==> config.mk <==
export PLATFORM = sky130hd
export DESIGN_NAME = dual_isa_fetch
export DESIGN_NICKNAME = d
export VERILOG_FILES = /design/src/rtl/fetch_pkg.sv /design/src/rtl/fetch_redirect.sv /design/src/rtl/fetch_seq.sv /design/src/rtl/fetch_pack.sv /design/src/rtl/dual_isa_fetch.sv
export SDC_FILE = /design/constraint.sdc
export NUM_CORES = 1
export LEC_CHECK = 0
export ABC_AREA = 1
export BUFFER_PORTS_ARGS = -buffer_cell sky130_fd_sc_hd__buf_2
export CAP_MARGIN = 10
export CELL_PAD_IN_SITES_DETAIL_PLACEMENT = 0
export CELL_PAD_IN_SITES_GLOBAL_PLACEMENT = 1
export CORE_UTILIZATION = 38
export DETAILED_ROUTE_END_ITERATION = 16
export PLACE_DENSITY = 0.87
export SLEW_MARGIN = 20
export SYNTH_ARGS = -nofsm -noshare
export SYNTH_HDL_FRONTEND = slang
export SYNTH_SLANG_ARGS = --single-unit
==> constraint.sdc <==
create_clock -name clk -period 3.9 [get_ports clk]
set_clock_uncertainty 0.05 [all_clocks]
set_input_delay 0.195 -clock clk [delete_from_list [all_inputs] [get_ports clk]]
set_output_delay 0.195 -clock clk [all_outputs]
set_load 0.02 [all_outputs]
==> src/rtl/fetch_pkg.sv <==
package fetch_pkg;
  typedef enum logic {
    ISA_WIDE   = 1'b0,
    ISA_NARROW = 1'b1
  } isa_e;

  localparam int HW_BITS   = 16;
  localparam int WORD_BITS = 2 * HW_BITS;
  localparam int WIDE_PC_AHEAD   = 8;
  localparam int NARROW_PC_AHEAD = 4;
  localparam int HW_STEP = HW_BITS / 8;
endpackage

==> src/rtl/fetch_redirect.sv <==
module fetch_redirect
  import fetch_pkg::*;
#(
  parameter int AW = 32,
  parameter logic [AW-1:0] EXC_VECTOR = 32'h0000_0040
) (
  input  logic          clk,
  input  logic          rst_n,
  input  logic          exc_req,
  input  logic          ret_req,
  input  logic [AW-1:0] ret_addr,
  input  logic          ret_mode,
  input  logic          br_req,
  input  logic [AW-1:0] br_target,
  output logic          take,
  output isa_e          new_mode,
  output logic [AW-1:0] new_addr
);
  logic [AW-1:0] raw_addr;

  always_comb begin
    take     = exc_req | ret_req | br_req;
    new_mode = ISA_WIDE;
    raw_addr = '0;
    if (exc_req) begin
      new_mode = ISA_WIDE;
      raw_addr = EXC_VECTOR;
    end else if (ret_req) begin
      new_mode = isa_e'(ret_mode);
      raw_addr = ret_addr;
    end else if (br_req) begin
      new_mode = isa_e'(br_target[0]);
      raw_addr = br_target;
    end
  end

  always_comb begin
    if (new_mode == ISA_NARROW) new_addr = {raw_addr[AW-1:1], 1'b0};
    else                        new_addr = {raw_addr[AW-1:2], 2'b00};
  end


  exc_forces_wide_chk: assert property (@(posedge clk) disable iff (!rst_n)
    exc_req |-> (new_mode == ISA_WIDE && new_addr == EXC_VECTOR));


  ret_mode_source_chk: assert property (@(posedge clk) disable iff (!rst_n)
    (ret_req && !exc_req) |-> (new_mode == isa_e'(ret_mode) && new_addr[AW-1:2] == ret_addr[AW-1:2]));
endmodule

==> src/rtl/fetch_seq.sv <==
module fetch_seq
  import fetch_pkg::*;
#(
  parameter int AW = 32,
  parameter logic [AW-1:0] RESET_ADDR = '0
) (
  input  logic          clk,
  input  logic          rst_n,
  input  logic          take,
  input  isa_e          new_mode,
  input  logic [AW-1:0] new_addr,
  input  logic          xfer,
  output isa_e          mode,
  output logic [AW-1:0] addr
);
  localparam logic [AW-1:0] STEP = AW'(HW_STEP);

  always_ff @(posedge clk) begin
    if (!rst_n) begin
      mode <= ISA_WIDE;
      addr <= RESET_ADDR;
    end else if (take) begin
      mode <= new_mode;
      addr <= new_addr;
    end else if (xfer) begin
      addr <= addr + STEP;
    end
  end


  redirect_lands_chk: assert property (@(posedge clk) disable iff (!rst_n)
    take |=> (mode == $past(new_mode) && addr == $past(new_addr)));


  step_by_half_chk: assert property (@(posedge clk) disable iff (!rst_n)
    (xfer && !take) |=> (addr == $past(addr) + STEP));
endmodule

==> src/rtl/fetch_pack.sv <==
module fetch_pack
  import fetch_pkg::*;
#(
  parameter int AW = 32
) (
  input  logic                 clk,
  input  logic                 rst_n,
  input  logic                 flush,
  input  isa_e                 mode,
  input  logic [AW-1:0]        addr,
  output logic                 mem_valid,
  input  logic                 mem_ready,
  input  logic [HW_BITS-1:0]   mem_data,
  output logic                 xfer,
  output logic                 out_valid,
  input  logic                 out_ready,
  output logic [WORD_BITS-1:0] out_data,
  output logic                 out_wide,
  output logic [AW-1:0]        out_pc
);
  localparam logic [AW-1:0] STEP = AW'(HW_STEP);

  logic               lo_have;
  logic [HW_BITS-1:0] lo_data;
  logic               room;
  logic               first_half;
  logic               done;

  assign room       = !out_valid || out_ready;
  assign first_half = (mode == ISA_WIDE) && !lo_have;
  assign mem_valid  = !flush && (first_half || room);
  assign xfer       = mem_valid && mem_ready;
  assign done       = xfer && !first_half;

  always_ff @(posedge clk) begin
    if (!rst_n) begin
      lo_have   <= 1'b0;
      lo_data   <= '0;
      out_valid <= 1'b0;
      out_data  <= '0;
      out_wide  <= 1'b0;
      out_pc    <= '0;
    end else if (flush) begin
      lo_have   <= 1'b0;
      out_valid <= 1'b0;
    end else begin
      if (xfer && first_half) begin
        lo_have <= 1'b1;
        lo_data <= mem_data;
      end
      if (done) begin
        out_valid <= 1'b1;
        lo_have   <= 1'b0;
        if (mode == ISA_WIDE) begin
          out_data <= {mem_data, lo_data};
          out_wide <= 1'b1;
          out_pc   <= addr - STEP;
        end else begin
          out_data <= {{HW_BITS{1'b0}}, mem_data};
          out_wide <= 1'b0;
          out_pc   <= addr;
        end
      end else if (out_ready) begin
        out_valid <= 1'b0;
      end
    end
  end


  hold_on_stall_chk: assert property (@(posedge clk) disable iff (!rst_n)
    (out_valid && !out_ready && !flush) |=>
      (out_valid && $stable(out_data) && $stable(out_pc) && $stable(out_wide)));


  wide_first_aligned_chk: assert property (@(posedge clk) disable iff (!rst_n)
    (mem_valid && first_half) |-> (addr[1:0] == 2'b00));


  narrow_upper_zero_chk: assert property (@(posedge clk) disable iff (!rst_n)
    (out_valid && !out_wide) |-> (out_data[WORD_BITS-1:HW_BITS] == '0));


  flush_clears_chk: assert property (@(posedge clk) disable iff (!rst_n)
    flush |=> !out_valid);
endmodule

==> src/rtl/dual_isa_fetch.sv <==
module dual_isa_fetch
  import fetch_pkg::*;
#(
  parameter int AW = 32,
  parameter logic [AW-1:0] RESET_ADDR = '0,
  parameter logic [AW-1:0] EXC_VECTOR = 32'h0000_0040
) (
  input  logic                 clk,
  input  logic                 rst_n,
  input  logic                 br_valid,
  input  logic [AW-1:0]        br_target,
  input  logic                 exc_req,
  input  logic                 eret_valid,
  input  logic [AW-1:0]        eret_addr,
  input  logic                 eret_mode,
  output logic                 mem_req_valid,
  input  logic                 mem_req_ready,
  output logic [AW-1:0]        mem_req_addr,
  input  logic [HW_BITS-1:0]   mem_rsp_data,
  output logic                 instr_valid,
  input  logic                 instr_ready,
  output logic [WORD_BITS-1:0] instr_data,
  output logic                 instr_wide,
  output logic [AW-1:0]        instr_pc,
  output logic [AW-1:0]        pc_view,
  output logic                 cur_mode
);
  localparam logic [AW-1:0] WIDE_AHEAD   = AW'(WIDE_PC_AHEAD);
  localparam logic [AW-1:0] NARROW_AHEAD = AW'(NARROW_PC_AHEAD);

  logic          take;
  isa_e          new_mode;
  logic [AW-1:0] new_addr;
  logic          xfer;
  isa_e          mode;
  logic [AW-1:0] addr;

  fetch_redirect #(.AW(AW), .EXC_VECTOR(EXC_VECTOR)) redir_u (
    .clk(clk), .rst_n(rst_n),
    .exc_req(exc_req), .ret_req(eret_valid), .ret_addr(eret_addr), .ret_mode(eret_mode),
    .br_req(br_valid), .br_target(br_target),
    .take(take), .new_mode(new_mode), .new_addr(new_addr)
  );

  fetch_seq #(.AW(AW), .RESET_ADDR(RESET_ADDR)) seq_u (
    .clk(clk), .rst_n(rst_n),
    .take(take), .new_mode(new_mode), .new_addr(new_addr), .xfer(xfer),
    .mode(mode), .addr(addr)
  );

  fetch_pack #(.AW(AW)) pack_u (
    .clk(clk), .rst_n(rst_n), .flush(take), .mode(mode), .addr(addr),
    .mem_valid(mem_req_valid), .mem_ready(mem_req_ready), .mem_data(mem_rsp_data),
    .xfer(xfer),
    .out_valid(instr_valid), .out_ready(instr_ready), .out_data(instr_data),
    .out_wide(instr_wide), .out_pc(instr_pc)
  );

  assign mem_req_addr = addr;
  assign cur_mode     = mode;
  assign pc_view      = instr_pc + (instr_wide ? WIDE_AHEAD : NARROW_AHEAD);


  addr_hold_chk: assert property (@(posedge clk) disable iff (!rst_n)
    (mem_req_valid && !mem_req_ready && !take) |=> $stable(mem_req_addr));


  addr_even_chk: assert property (@(posedge clk) disable iff (!rst_n)
    mem_req_valid |-> (mem_req_addr[0] == 1'b0));


  exc_entry_chk: assert property (@(posedge clk) disable iff (!rst_n)
    exc_req |=> (cur_mode == 1'b0 && mem_req_addr == EXC_VECTOR));


  width_follows_mode_chk: assert property (@(posedge clk) disable iff (!rst_n)
    instr_valid |-> (instr_wide == (cur_mode == 1'b0)));
endmodule

Word level (Yosys, flattened, before mapping)
Cells that the tools add are included.

cells by class
  $add $sub $neg = 3
  mux-type cells = 15
  bitwise operators = 5
  reduce and logical (&&, ||, !) cells = 17

operator list
  kind                                                 number
  two-way mux 32 bit                                   7
  adder 32 x 2 -> 32 bit (second input constant)       1
  adder 32 x 4 -> 32 bit                               1
  subtractor 32 x 2 -> 32 bit (second input constant)  1
  two-way mux 1 bit                                    6
  logical AND 1 bit                                    5
  zero test 1 bit                                      4
  two-way mux 4 bit                                    1
  AND reduction 2 bit                                  2
  nonzero test 2 bit                                   2
  NOT 1 bit                                            3
  OR reduction 3 bit                                   1
  logical OR 1 bit                                     2
  two-way mux 2 bit                                    1
  OR 1 bit                                             2
  OR reduction 2 bit                                   1

word-level totals
  flip-flop bits (word level) = 116
  input bits = 88
  output and inout bits = 132
  word-level logic and storage cells = 48

Depth between registers and ports, before layout
Gate-level depths: netlist (run 1).

  depth in word-level cells = 7
  gate-level depth with buffers = 12
  gate-level depth less buffers = 12

Modules after synthesis
A second synthesis (run 1) with hierarchy kept.

unflattened totals
  cells, all modules = 1236
  area, all modules = 7748.7 sq um

modules (own cells, without submodules)
  module          instances  cells an instance  area an instance (sq um)
  fetch_pack      1          591                4018.9
  fetch_seq       1          343                2277.2
  dual_isa_fetch  1          184                915.9
  fetch_redirect  1          118                536.8

Worst setup path before layout (run 1)
Ideal clock, no wire load.

  path type = register to output
  start point = register pack_u.out_wide
  end point = output port pc_view[20]
  arrival time = 2300 ps
  data required time = 3655 ps
  path slack = 1355 ps
  stages on the path, launching flop included = 13
  path buffers = 0
  cell sequence = dfxtp_1 -> inv_1 -> ha_1 -> inv_1 -> fa_1 -> inv_1 -> nand2_1 -> nor3_2 -> nand2_1 -> nor2_2 -> nand3_1 -> nor2_1 -> xor2_1

on the way
  cells in the longest elaborated chain, start to end = 2

RTL lines
  what                    RTL line              text
  start, declared         fetch_pack.sv:18      output logic out_wide,
  start signal, assigned  fetch_pack.sv:41      out_wide <= 1'b0;
  start signal, assigned  fetch_pack.sv:56      out_wide <= 1'b1;
  start signal, assigned  fetch_pack.sv:60      out_wide <= 1'b0;
  two-way mux 4 bit       dual_isa_fetch.sv:61  assign pc_view = instr_pc + (instr_wide ? WIDE_AHEAD : NARROW_AHEAD);
  adder 32 x 4 -> 32 bit  dual_isa_fetch.sv:61
  end, declared           dual_isa_fetch.sv:25  output logic [AW-1:0] pc_view,

No other way between the ends.

Worst setup path after layout (run 1)
Same ends and word-level chain as after synthesis.

==> results of run 1 <==
-- worst max path at each step --
stage,slack [ps],to,from,cells after the start
6_report,860,pc_view[20],pack_u.out_wide,13
5_1_grt,600,pc_view[20],pack_u.out_wide,13
4_1_cts,790,pc_view[20],pack_u.out_wide,13
3_5_place_dp,1240,pc_view[20],pack_u.out_wide,13
3_3_place_gp,1320,pc_view[20],pack_u.out_wide,13
2_1_floorplan,1360,pc_view[20],pack_u.out_wide,12
-- stage by stage --
stage                     area [sq um]  cells  util (%)
after global routing              9160   1582      48.8
after CTS                         9160   1582      48.8
final                             9160   1582      48.8
after floorplan                   7300   1151         -
after global placement            8380   1537      44.7
after detailed placement          8380   1537      44.7
-- worst max-delay path, stage by stage (launching register included) --
cell,delay (ps)
dfxtp_1,330
inv_1,110
ha_1,150
inv_1,70
fa_1,430
inv_1,80
nand2_1,70
nor3_2,160
nand2_1,130
nor2_2,230
nand3_1,150
nor2_1,140
xor2_1,160
buf_2,180
-- per-layer routing --
| metal | GRT usage (%) | part of all wire [%] |
|---|---|---|
| met4 | 7.67 | 1.6 |
| met1 | 34.6 | 48 |
| met2 | 38.9 | 44 |
| met5 | 0 | 0 |
| met3 | 4.89 | 6.5 |
-- Yosys cell counts (2+ instances only) --
| library cell | n | area (sq um) |
|---|---|---|
| inv_1 | 99 | 372 |
| nand4_1 | 18 | 113 |
| o211a_1 | 16 | 160 |
| ha_1 | 4 | 50.1 |
| nor2_2 | 6 | 37.5 |
| buf_6 | 4 | 45.0 |
| nand2_1 | 261 | 980 |
| o22ai_1 | 4 | 25.0 |
| o21ai_1 | 2 | 10.0 |
| a211oi_1 | 2 | 15.0 |
| inv_2 | 4 | 15.0 |
| buf_2 | 23 | 115 |
| nor3_2 | 2 | 20.0 |
| xnor2_1 | 9 | 78.8 |
| clkbuf_2 | 3 | 15.0 |
| o211ai_1 | 5 | 37.5 |
| o21ai_0 | 83 | 415 |
| a22oi_1 | 31 | 233 |
| nand3_1 | 62 | 310 |
| dfxtp_1 | 114 | 2280 |
| nand3_2 | 2 | 20.0 |
| clkbuf_1 | 33 | 124 |
| nor4_1 | 4 | 25.0 |
| nor3_1 | 29 | 145 |
| nand2_2 | 2 | 12.5 |
| nor2_1 | 187 | 702 |
| xor2_1 | 39 | 342 |
| buf_4 | 6 | 45.0 |
| a21oi_1 | 78 | 390 |
-- final cells by class --
type | count | area [sq um] | share of cell area, %
clock buffer | 17 | 425 | 4.64
clock inverter | 15 | 219 | 2.39
multi-input combinational | 862 | 4290 | 46.8
tap | 234 | 293 | 3.20
inverter | 105 | 397 | 4.33
sequential | 114 | 2280 | 24.9
timing repair buffer | 235 | 1260 | 13.7
-- flip-flops by register name, summed over array words and instances, names as in the netlist --
signal,cells
pack_u.out_data,32
pack_u.out_pc,31
seq_u.addr,31
pack_u.lo_data,16
pack_u.lo_have,1
pack_u.out_valid,1
pack_u.out_wide,1
seq_u.mode,1
-- placed cells by master (no fill, tap or decap), types with 2 or more instances in the layout --
master         Yosys  final
nand2_1          261    261
buf_2             23    215
nor2_1           187    186
dfxtp_1          114    114
inv_1             99     99
o21ai_0           83     83
a21oi_1           78     78
nand3_1           62     62
xor2_1            39     39
a22oi_1           31     31
nor3_1            29     29
nand4_1           18     18
clkbuf_16          0     17
o211a_1           16     16
dlygate4sd3_1      0     13
xnor2_1            9      9
buf_4              6      7
nor2_2             6      6
inv_6              0      6
inv_2              4      5
o211ai_1           5      5
nor4_1             4      4
o22ai_1            4      4
ha_1               4      4
bufinv_16          0      4
clkinv_4           0      4
conb_1             1      3
nor3_2             2      2
nand2_2            2      2
nor2_4             1      2
nand3_2            2      2
a211oi_1           2      2
o21ai_1            2      2
-- power by group --
group	internal, W	switching [W]	leakage, nW
Sequential	0.00119	0.0000617	0.925
Clock	0.00109	0.000616	0.316
Combinational	0.000166	0.000311	3.04
Total	0.00245	0.000989	4.28
-- cell families (layout without fill, tap and decap cells) --
logic type / Yosys count / in the layout / share of synthesized area (%)
xor+xnor: 48 / 48 / 5.76
simple gates: 579 / 579 / 33.3
buf+inv: 175 / 372 / 10.2
fa+ha+maj: 5 / 5 / 0.960
compound gates: 227 / 227 / 18.5
other cells: 1 / 3 / 0.0514
flops: 114 / 114 / 31.3
==> key figures, run 1 <==
STA
  – Period Utilization, post-route: 78.0%
  – Slew Limit Fails: 0
  – Relative slew margins: 49.5%
  – Slew @ Worst Pin: 757 ps
  – Setup_tns: 0 ps
  – RSZ-0062 raised after global routing: no
  – Peak Freq: 329 MHz
  – Final min period: 3040 ps
  – Final hold violations: 0
  – Minimum hold slack: 15.1 ps
  – PnR worst setup slack: 859 ps
  – Count of final setup violators: 0

Pwr
  – Cell leakage power: 4.28 nW
  – Power Dens Cells: 375 nW/um^2
  – IR drop worst, VDD: 285 uV
  – Total chip power: 0.00344 W

Critical path
  – R2R depth: 10
  – CP endpoint kind: output pin
  – CP required: 3650 ps
  – Worst reg2reg path endpoint: pack_u.out_pc[31]
  – Crit Path Class: register to output pin
  – R2R Setup Slk: 1630 ps
  – Crit path DAT: 2800 ps
  – Worst-path maximum fanout: 5
  – Critical path startpoint category: register
  – R2r startpoint: seq_u.addr[1]

Route
  – Routed length per instance: 15.4 um
  – Via density: 5.11
  – Antenna viol nets, final: 0
  – DRC: 0
  – Post-Route WL: 24300 um
  – DR vias: 8090
  – 1st-iter DRT viols: 545
  – Drt pass-1 iters: 5

Clocking
  – # resized after CTS: 0
  – Clock Latency Late Sink: 430 ps
  – Post-CTS Setup Repair Bufs: 0
  – Inserted Clock Buffers: 17
  – Worst-case clock buffer depth: 2
  – Root Driver: clkbuf_16
  – TritonCTS clock tree: done
  – Clk slew on worst S/H paths: 60 ps
  – Clk sinks: 114
  – H-tree depth: 4
  – Hold_buf cts: 13

Yosys
  – Post-synth top flop: dfxtp_1
  – Synth Instances: 1149
  – Synthesized area per cell: 6.35 sq um
  – Library cells used by synthesis: 46
  – Yosys Warn Count: 0
  – Ys async rst share: 0%
  – EDFF count, synth: 0
  – Synth Register Bits: 114
  – Fraction of the yosys area taken by sequential cells: 31.3%
  – Post-Syn Area: 7300 sq um

Run status
  – Status: completed

Floorplanning
  – Die X: 141 um
  – Core Area: 18800 sq um
  – I/O pins: 220
  – Die ar.: 19800 sq um
  – Die H: 141 um
  – Initial Util: 38.9%
  – Std-Cell Rows: 50

Final layout
  – Filler cells: 1961
  – N_diodes: 0
  – Area Growth Syn to Fin: 25.5%
  – Nets: 1428
  – Fraction of layout cells with a size suffix above 1: 20.7%

Placed design
  – Post-DP HPWL: 18000 um
  – IO Port Bufs: 215
  – RD Place Congestion: 0.922
  – Dpl ws: 1240 ps

GRT
  – First-pass GRT wire length: 38800 um
  – Grt ovf: 0
  – Total track usage: 24.9%
  – Number of global-route vias before repair: 7472
  – Largest net degree at the start of global routing: 80
  – Antenna violations before repair: 0

Min path
  – Hold depth: 3
  – Hold Path Class: input port to register
  – Hold EP: pack_u.out_data[17]
  – Min-delay src: mem_rsp_data[1]

Run
  – Max-cap violations: 0
Note: power is estimated with default switching activity, not from simulation.
==> run 2: changes to the inputs <==
CORE_UTILIZATION = 36   (was 38)
PLACE_DENSITY = 0.83   (was 0.87)
clock period = 3 ns   (was 3.9 ns; I/O delays follow)
==> run 2 against run 1 <==
Sequential share of layout area shrank 0.41 points. Count of clock-buffer cells in the layout grew 4. Worst hold slack gained 49 ps. Die area grew 5.5%. Wire length grew 3.0%. Register-to-register slack lost 890 ps. Critical path type unchanged. Largest cell class unchanged.
==> key figures, run 2 (synthesized netlist as in run 1, its figures left out) <==
Floorplanning
  – I/O pins: 220 (unchanged)
  – Die ar.: 20800 sq um (+5.5%)
  – Initial Util: 37.1% (-1.8 points)
  – Die X: 144 um (+2.7%)
  – Die H: 144 um (+2.7%)
  – Core Area: 19700 sq um (+4.7%)
  – Std-Cell Rows: 51 (+2.0%)

Final layout
  – Post-route non-filler standard cell count: 1624 (+2.7%)
  – Fraction of layout cells with a size suffix above 1: 21.3% (+0.64 points)
  – Reg with most FFs: pack_u.out_data
  – Max FFs per register: 32 (unchanged)
  – Top flop regs: pack_u.out_data x32, pack_u.out_pc x31, seq_u.addr x31
  – N_diodes: 0 (unchanged)
  – Area Growth Syn to Fin: 27.6%
  – Most common cell after layout, fill and taps aside: nand2_1
  – Most frequent cells in the layout: 260 x nand2_1, 213 x buf_2, 184 x nor2_1, 114 x dfxtp_1, 98 x inv_1
  – Nets: 1439 (+0.77%)

STA
  – Final min period: 2790 ps
  – RSZ-0062 raised after global routing: no
  – Final hold violations: 0 (unchanged)
  – Period Utilization, post-route: 93.1%
  – Relative slew margins: 47.0% (-2.5 points)
  – Setup_tns: 0 ps (unchanged)
  – Slew Limit Fails: 0 (unchanged)
  – Peak Freq: 358 MHz
  – Count of final setup violators: 0 (unchanged)
  – PnR worst setup slack: 207 ps (-652 ps)
  – Slew @ Worst Pin: 790 ps (+33.3 ps)

Route
  – Drt pass-1 iters: 5 (unchanged)
  – 1st-iter DRT viols: 527 (-3.3%)
  – Post-Route WL: 25100 um (+3.0%)
  – DR vias: 8127 (+0.46%)
  – Via density: 5.00 (-2.1%)
  – Antenna viol nets, final: 0 (unchanged)
  – Routed length per instance: 15.4 um (+0.38%)
  – DRC: 0 (unchanged)

Placed design
  – IO Port Bufs: 215 (unchanged)
  – Post-DP HPWL: 18700 um (+3.8%)
  – Dpl ws: 436 ps (-808 ps)
  – Dpl cells: 1571 (+2.2%)
  – RD Place Congestion: 0.873 (-5.3%)

Min path
  – Hold Path Class: input port to register

Run
  – Max-cap violations: 0 (unchanged)

Clocking
  – Worst-case clock buffer depth: 2 (unchanged)
  – H-tree depth: 4 (unchanged)
  – Clk sinks: 114 (unchanged)
  – TritonCTS clock tree: done
  – Clock Latency Late Sink: 420 ps (about the same)
  – Inserted Clock Buffers: 17 (unchanged)
  – Root Driver: clkbuf_16
  – Clk slew on worst S/H paths: 50 ps (about the same)

Critical path
  – CP endpoint kind: output pin
  – CP Cell Sequence: inv_2, ha_1, inv_1, fa_2, inv_1, nand2_1, nor3_4, nand2_2, nor2_4, buf_4, nand4_1, xor2_1, buf_4
  – Worst-path maximum fanout: 5 (unchanged)
  – Crit Path Class: register to output pin
  – Slowest cell delay on critical path: 360 ps (-70 ps)
  – Critical path's slowest cell: fa_2
  – CP required: 2800 ps (-850 ps)
  – Critical path startpoint category: register
  – Crit path DAT: 2590 ps (-210 ps)

Pwr
  – Power Dens Cells: 472 nW/um^2 (+26%)
  – Cell leakage power: 4.33 nW (+1.3%)
  – IR drop worst, VDD: 363 uV (+27%)

GRT
  – Antenna violations before repair: 0 (unchanged)
  – Number of global-route vias before repair: 7397 (-1.0%)
  – Total track usage: 24.5% (-0.48 points)
  – First-pass GRT wire length: 39300 um (+1.2%)
  – Grt ovf: 0 (unchanged)
  – Largest net degree at the start of global routing: 80 (unchanged)

Run status
  – Status: completed
-- run 2: cell types whose count changed in the layout (fill, tap and decap cells not counted), moves of 2 or more --
| cell | before | now |
|---|---|---|
| clkbuf_8 | 0 | 3 |
| clkinvlp_4 | 0 | 2 |
| clkinv_4 | 4 | 1 |
| nor2_1 | 186 | 184 |
| buf_2 | 215 | 213 |
| buf_4 | 7 | 15 |
| dlygate4sd3_1 | 13 | 17 |
| clkinv_2 | 0 | 2 |
| inv_6 | 6 | 3 |
-- run 2: worst max-delay path, delay by kind of cell, from the launching register on --
kind | cells | cell delay (ps)
buffers and inverters | 5 | 490
adders and majority gates | 2 | 500
DFF | 1 | 340
xor gates and xnor gates | 1 | 180
and+or+nand+nor | 5 | 660
-- run 2: power breakdown --
part,internal [W],switching [W]
clock,0.00138,0.000755
combinational,0.000222,0.000410
sequential,0.00155,0.0000790
-- run 2: per-stage QoR --
| step | hold slack [ps] | power (W) | area (sq um) | utilization [%] |
|---|---|---|---|---|
| 2_1_floorplan | 243 | 0.00205 | 7300 | - |
| 3_3_place_gp | 379 | 0.00227 | 8450 | 43.0 |
| 3_5_place_dp | 382 | 0.00227 | 8450 | 43.0 |
| 4_1_cts | 47.5 | 0.00442 | 9250 | 47.1 |
| 5_1_grt | 103 | 0.00457 | 9310 | 47.4 |
| 6_report | 64.2 | 0.00440 | 9310 | 47.4 |
-- run 2: final cells by class --
class	instances	area, sq um
tap	265	332
clock buffer	21	470
clock inverter	11	150
inverter	105	397
multi-input combinational	862	4310
fill	2130	10300
timing repair buffer	246	1370
sequential	114	2280
-- run 2: worst paths after layout --
kind | startpoint | to | slack (ps) | cells past startpoint
min | mem_req_ready | pack_u.lo_have | 60 | 3
max | pack_u.out_wide | pc_view[24] | 210 | 13
min reg2reg | pack_u.out_data[19] | pack_u.out_data[19] | 410 | 2
max reg2reg | seq_u.addr[1] | pack_u.out_pc[31] | 740 | 10
-- run 2: routing by layer --
layer / part of all wire [%] / up-vias / GRT usage [%]
met5: 0 / - / 0
met4: 1.7 / 0 / 7.26
met3: 6.5 / 32 / 4.67
met2: 44 / 320 / 36.9
met1: 48 / 3628 / 34.9
li1: - / 4147 / -
-- run 2: repair_timing --
action,in CTS,in global routing
hold buffers,17,0
buffers inserted,0,4
setup endpoints to repair,1,5
resized for setup,1,9
pin swaps,0,3
gates cloned,0,0
hold endpoints to repair,33,0
==> run 3: changes to the inputs <==
RECOVER_POWER = 100   (was default)
==> run 3 against run 2 <==
Critical path depth is the same. Clock power is essentially flat. Sequential power is essentially flat. Global-route usage is the same. Critical path type unchanged. Largest power group unchanged.
==> key figures, run 3 (synthesized netlist as in run 1, its figures left out) <==
Final layout
  – Fraction of layout cells with a size suffix above 1: 12.1% (-9.3 points)
  – Reg with most FFs: pack_u.out_data
  – Most common cell after layout, fill and taps aside: nand2_1
  – Most frequent cells in the layout: 261 x nand2_1, 185 x nor2_1, 121 x clkbuf_1, 114 x dfxtp_1, 101 x inv_1
  – Nets: 1439 (unchanged)
  – Design Area, Final: 9110 sq um (-2.2%)
  – Area Growth Syn to Fin: 24.8%
  – Top flop regs: pack_u.out_data x32, pack_u.out_pc x31, seq_u.addr x31
  – Max FFs per register: 32 (unchanged)
  – N_diodes: 0 (unchanged)

Route
  – DRC: 0 (unchanged)
  – Via density: 4.98 (-0.47%)
  – Drt pass-1 iters: 5 (unchanged)
  – Routed length per instance: 15.5 um (+0.22%)
  – 1st-iter DRT viols: 483 (-8.3%)
  – Antenna viol nets, final: 0 (unchanged)
  – Post-Route WL: 25100 um (+0.22%)
  – DR vias: 8089 (-0.47%)

Placed design
  – IO Port Bufs: 215 (unchanged)
  – Instance area at placement: 8450 sq um (unchanged)
  – RD Place Congestion: 0.873 (unchanged)
  – Dpl ws: 436 ps (unchanged)
  – Post-DP HPWL: 18700 um (unchanged)

Pwr
  – IR drop worst, VDD: 367 uV (+1.1%)
  – Power Dens Cells: 482 nW/um^2 (+2.0%)
  – Cell leakage power: 3.82 nW (-12%)

Run status
  – Status: completed

STA
  – Relative slew margins: 34.6% (-12 points)
  – Period Utilization, post-route: 93.5% (+0.44 points)
  – Slew @ Worst Pin: 980 ps (+190 ps)
  – Setup_tns: 0 ps (unchanged)
  – Count of final setup violators: 0 (unchanged)
  – PnR worst setup slack: 194 ps (-13.3 ps)
  – Final min period: 2810 ps (+13.3 ps)
  – Peak Freq: 356 MHz (-0.47%)
  – RSZ-0062 raised after global routing: no
  – Slew Limit Fails: 0 (unchanged)
  – Final hold violations: 0 (unchanged)

Clocking
  – Clk sinks: 114 (unchanged)
  – H-tree depth: 4 (unchanged)
  – Clock Latency Late Sink: 420 ps (about the same)
  – Worst-case clock buffer depth: 2 (unchanged)
  – TritonCTS clock tree: done
  – Clk slew on worst S/H paths: 50 ps (about the same)
  – Inserted Clock Buffers: 17 (unchanged)
  – Root Driver: clkbuf_16

Floorplanning
  – Initial Util: 37.1% (unchanged)
  – Core Area: 19700 sq um (unchanged)
  – Die ar.: 20800 sq um (unchanged)
  – Die H: 144 um (unchanged)
  – Std-Cell Rows: 51 (unchanged)
  – Die X: 144 um (unchanged)
  – I/O pins: 220 (unchanged)

GRT
  – Antenna violations before repair: 0 (unchanged)
  – Total track usage: 24.5% (unchanged)
  – First-pass GRT wire length: 39300 um (unchanged)
  – Grt ovf: 0 (unchanged)
  – Number of global-route vias before repair: 7397 (unchanged)
  – Largest net degree at the start of global routing: 80 (unchanged)

Run
  – Max-cap violations: 0 (unchanged)

Critical path
  – Crit path DAT: 2610 ps (+20 ps)
  – CP Cell Sequence: inv_2, ha_1, inv_1, fa_2, inv_1, nand2_1, nor3_4, nand2_2, nor2_4, nand2_1, nor2_2, xor2_1, clkbuf_2
  – CP endpoint kind: output pin
  – Crit Path Class: register to output pin
  – Critical path startpoint category: register
  – Critical path's slowest cell: fa_2
  – Slowest cell delay on critical path: 360 ps (about the same)
  – CP required: 2800 ps (about the same)
  – Worst-path maximum fanout: 5 (unchanged)

Min path
  – Hold Path Class: input port to register
[run 3: cell types whose count changed in the layout (fill, tap and decap cells not counted), moves of 3 or more]
cell / delta
buf_2: -123
clkbuf_1: +120
clkbuf_2: +6
buf_4: -3
inv_1: +3
inv_2: -3
[run 3: worst max-delay path, delay by kind of cell, from the launching register on]
kind / cells / cell delay, ps
DFF: 1 / 340
buffers and inverters: 4 / 380
and+or+nand+nor: 6 / 810
xor gates and xnor gates: 1 / 150
adders and majority gates: 2 / 500
[run 3: power breakdown]
part           switching, W  internal [W]
clock              0.000758       0.00138
combinational      0.000408      0.000212
sequential        0.0000794       0.00155
total               0.00124       0.00314
[run 3: repair_timing]
| action | 4_1_cts | 5_1_grt |
|---|---|---|
| pin swaps | 0 | 3 |
| gates resized for setup | 1 | 9 |
| buffers inserted | 0 | 4 |
| setup endpoints to repair | 1 | 5 |
| hold buffers | 17 | 0 |
| endpoints found under the hold margin | 33 | 0 |
[run 3: final cells by class]
class | instances | area [sq um]
clock inverter | 11 | 150
clock buffer | 21 | 470
fill | 2195 | 10500
multi-input combinational | 862 | 4280
timing repair buffer | 246 | 1200
tap | 265 | 332
sequential | 114 | 2280
inverter | 105 | 397
[run 3: path summary, 6_finish.rpt]
check,cells past startpoint,slack (ps),endpoint,startpoint
setup / recovery,13,190,pc_view[26],pack_u.out_wide
hold / removal,3,70,pack_u.lo_have,mem_req_ready
setup reg to reg,9,200,pack_u.out_pc[18],seq_u.mode
hold reg to reg,2,410,pack_u.out_data[19],pack_u.out_data[19]
[run 3: routing by layer]
| layer | GRT usage (%) | wire length (um) | up-vias |
|---|---|---|---|
| li1 | - | - | 4145 |
| met1 | 34.9 | 12300 | 3623 |
| met2 | 36.9 | 11000 | 294 |
| met3 | 4.67 | 1480 | 27 |
| met4 | 7.26 | 365 | 0 |
| met5 | 0 | 0 | - |
[run 3: stage by stage]
step	power (W)	std cells	utilization [%]	hold WS, ps
2_1_floorplan	0.00205	1151	-	243
3_3_place_gp	0.00227	1571	43.0	379
3_5_place_dp	0.00227	1571	43.0	382
4_1_cts	0.00442	1620	47.1	47.5
5_1_grt	0.00456	1624	46.3	103
6_report	0.00439	1624	46.3	68.7
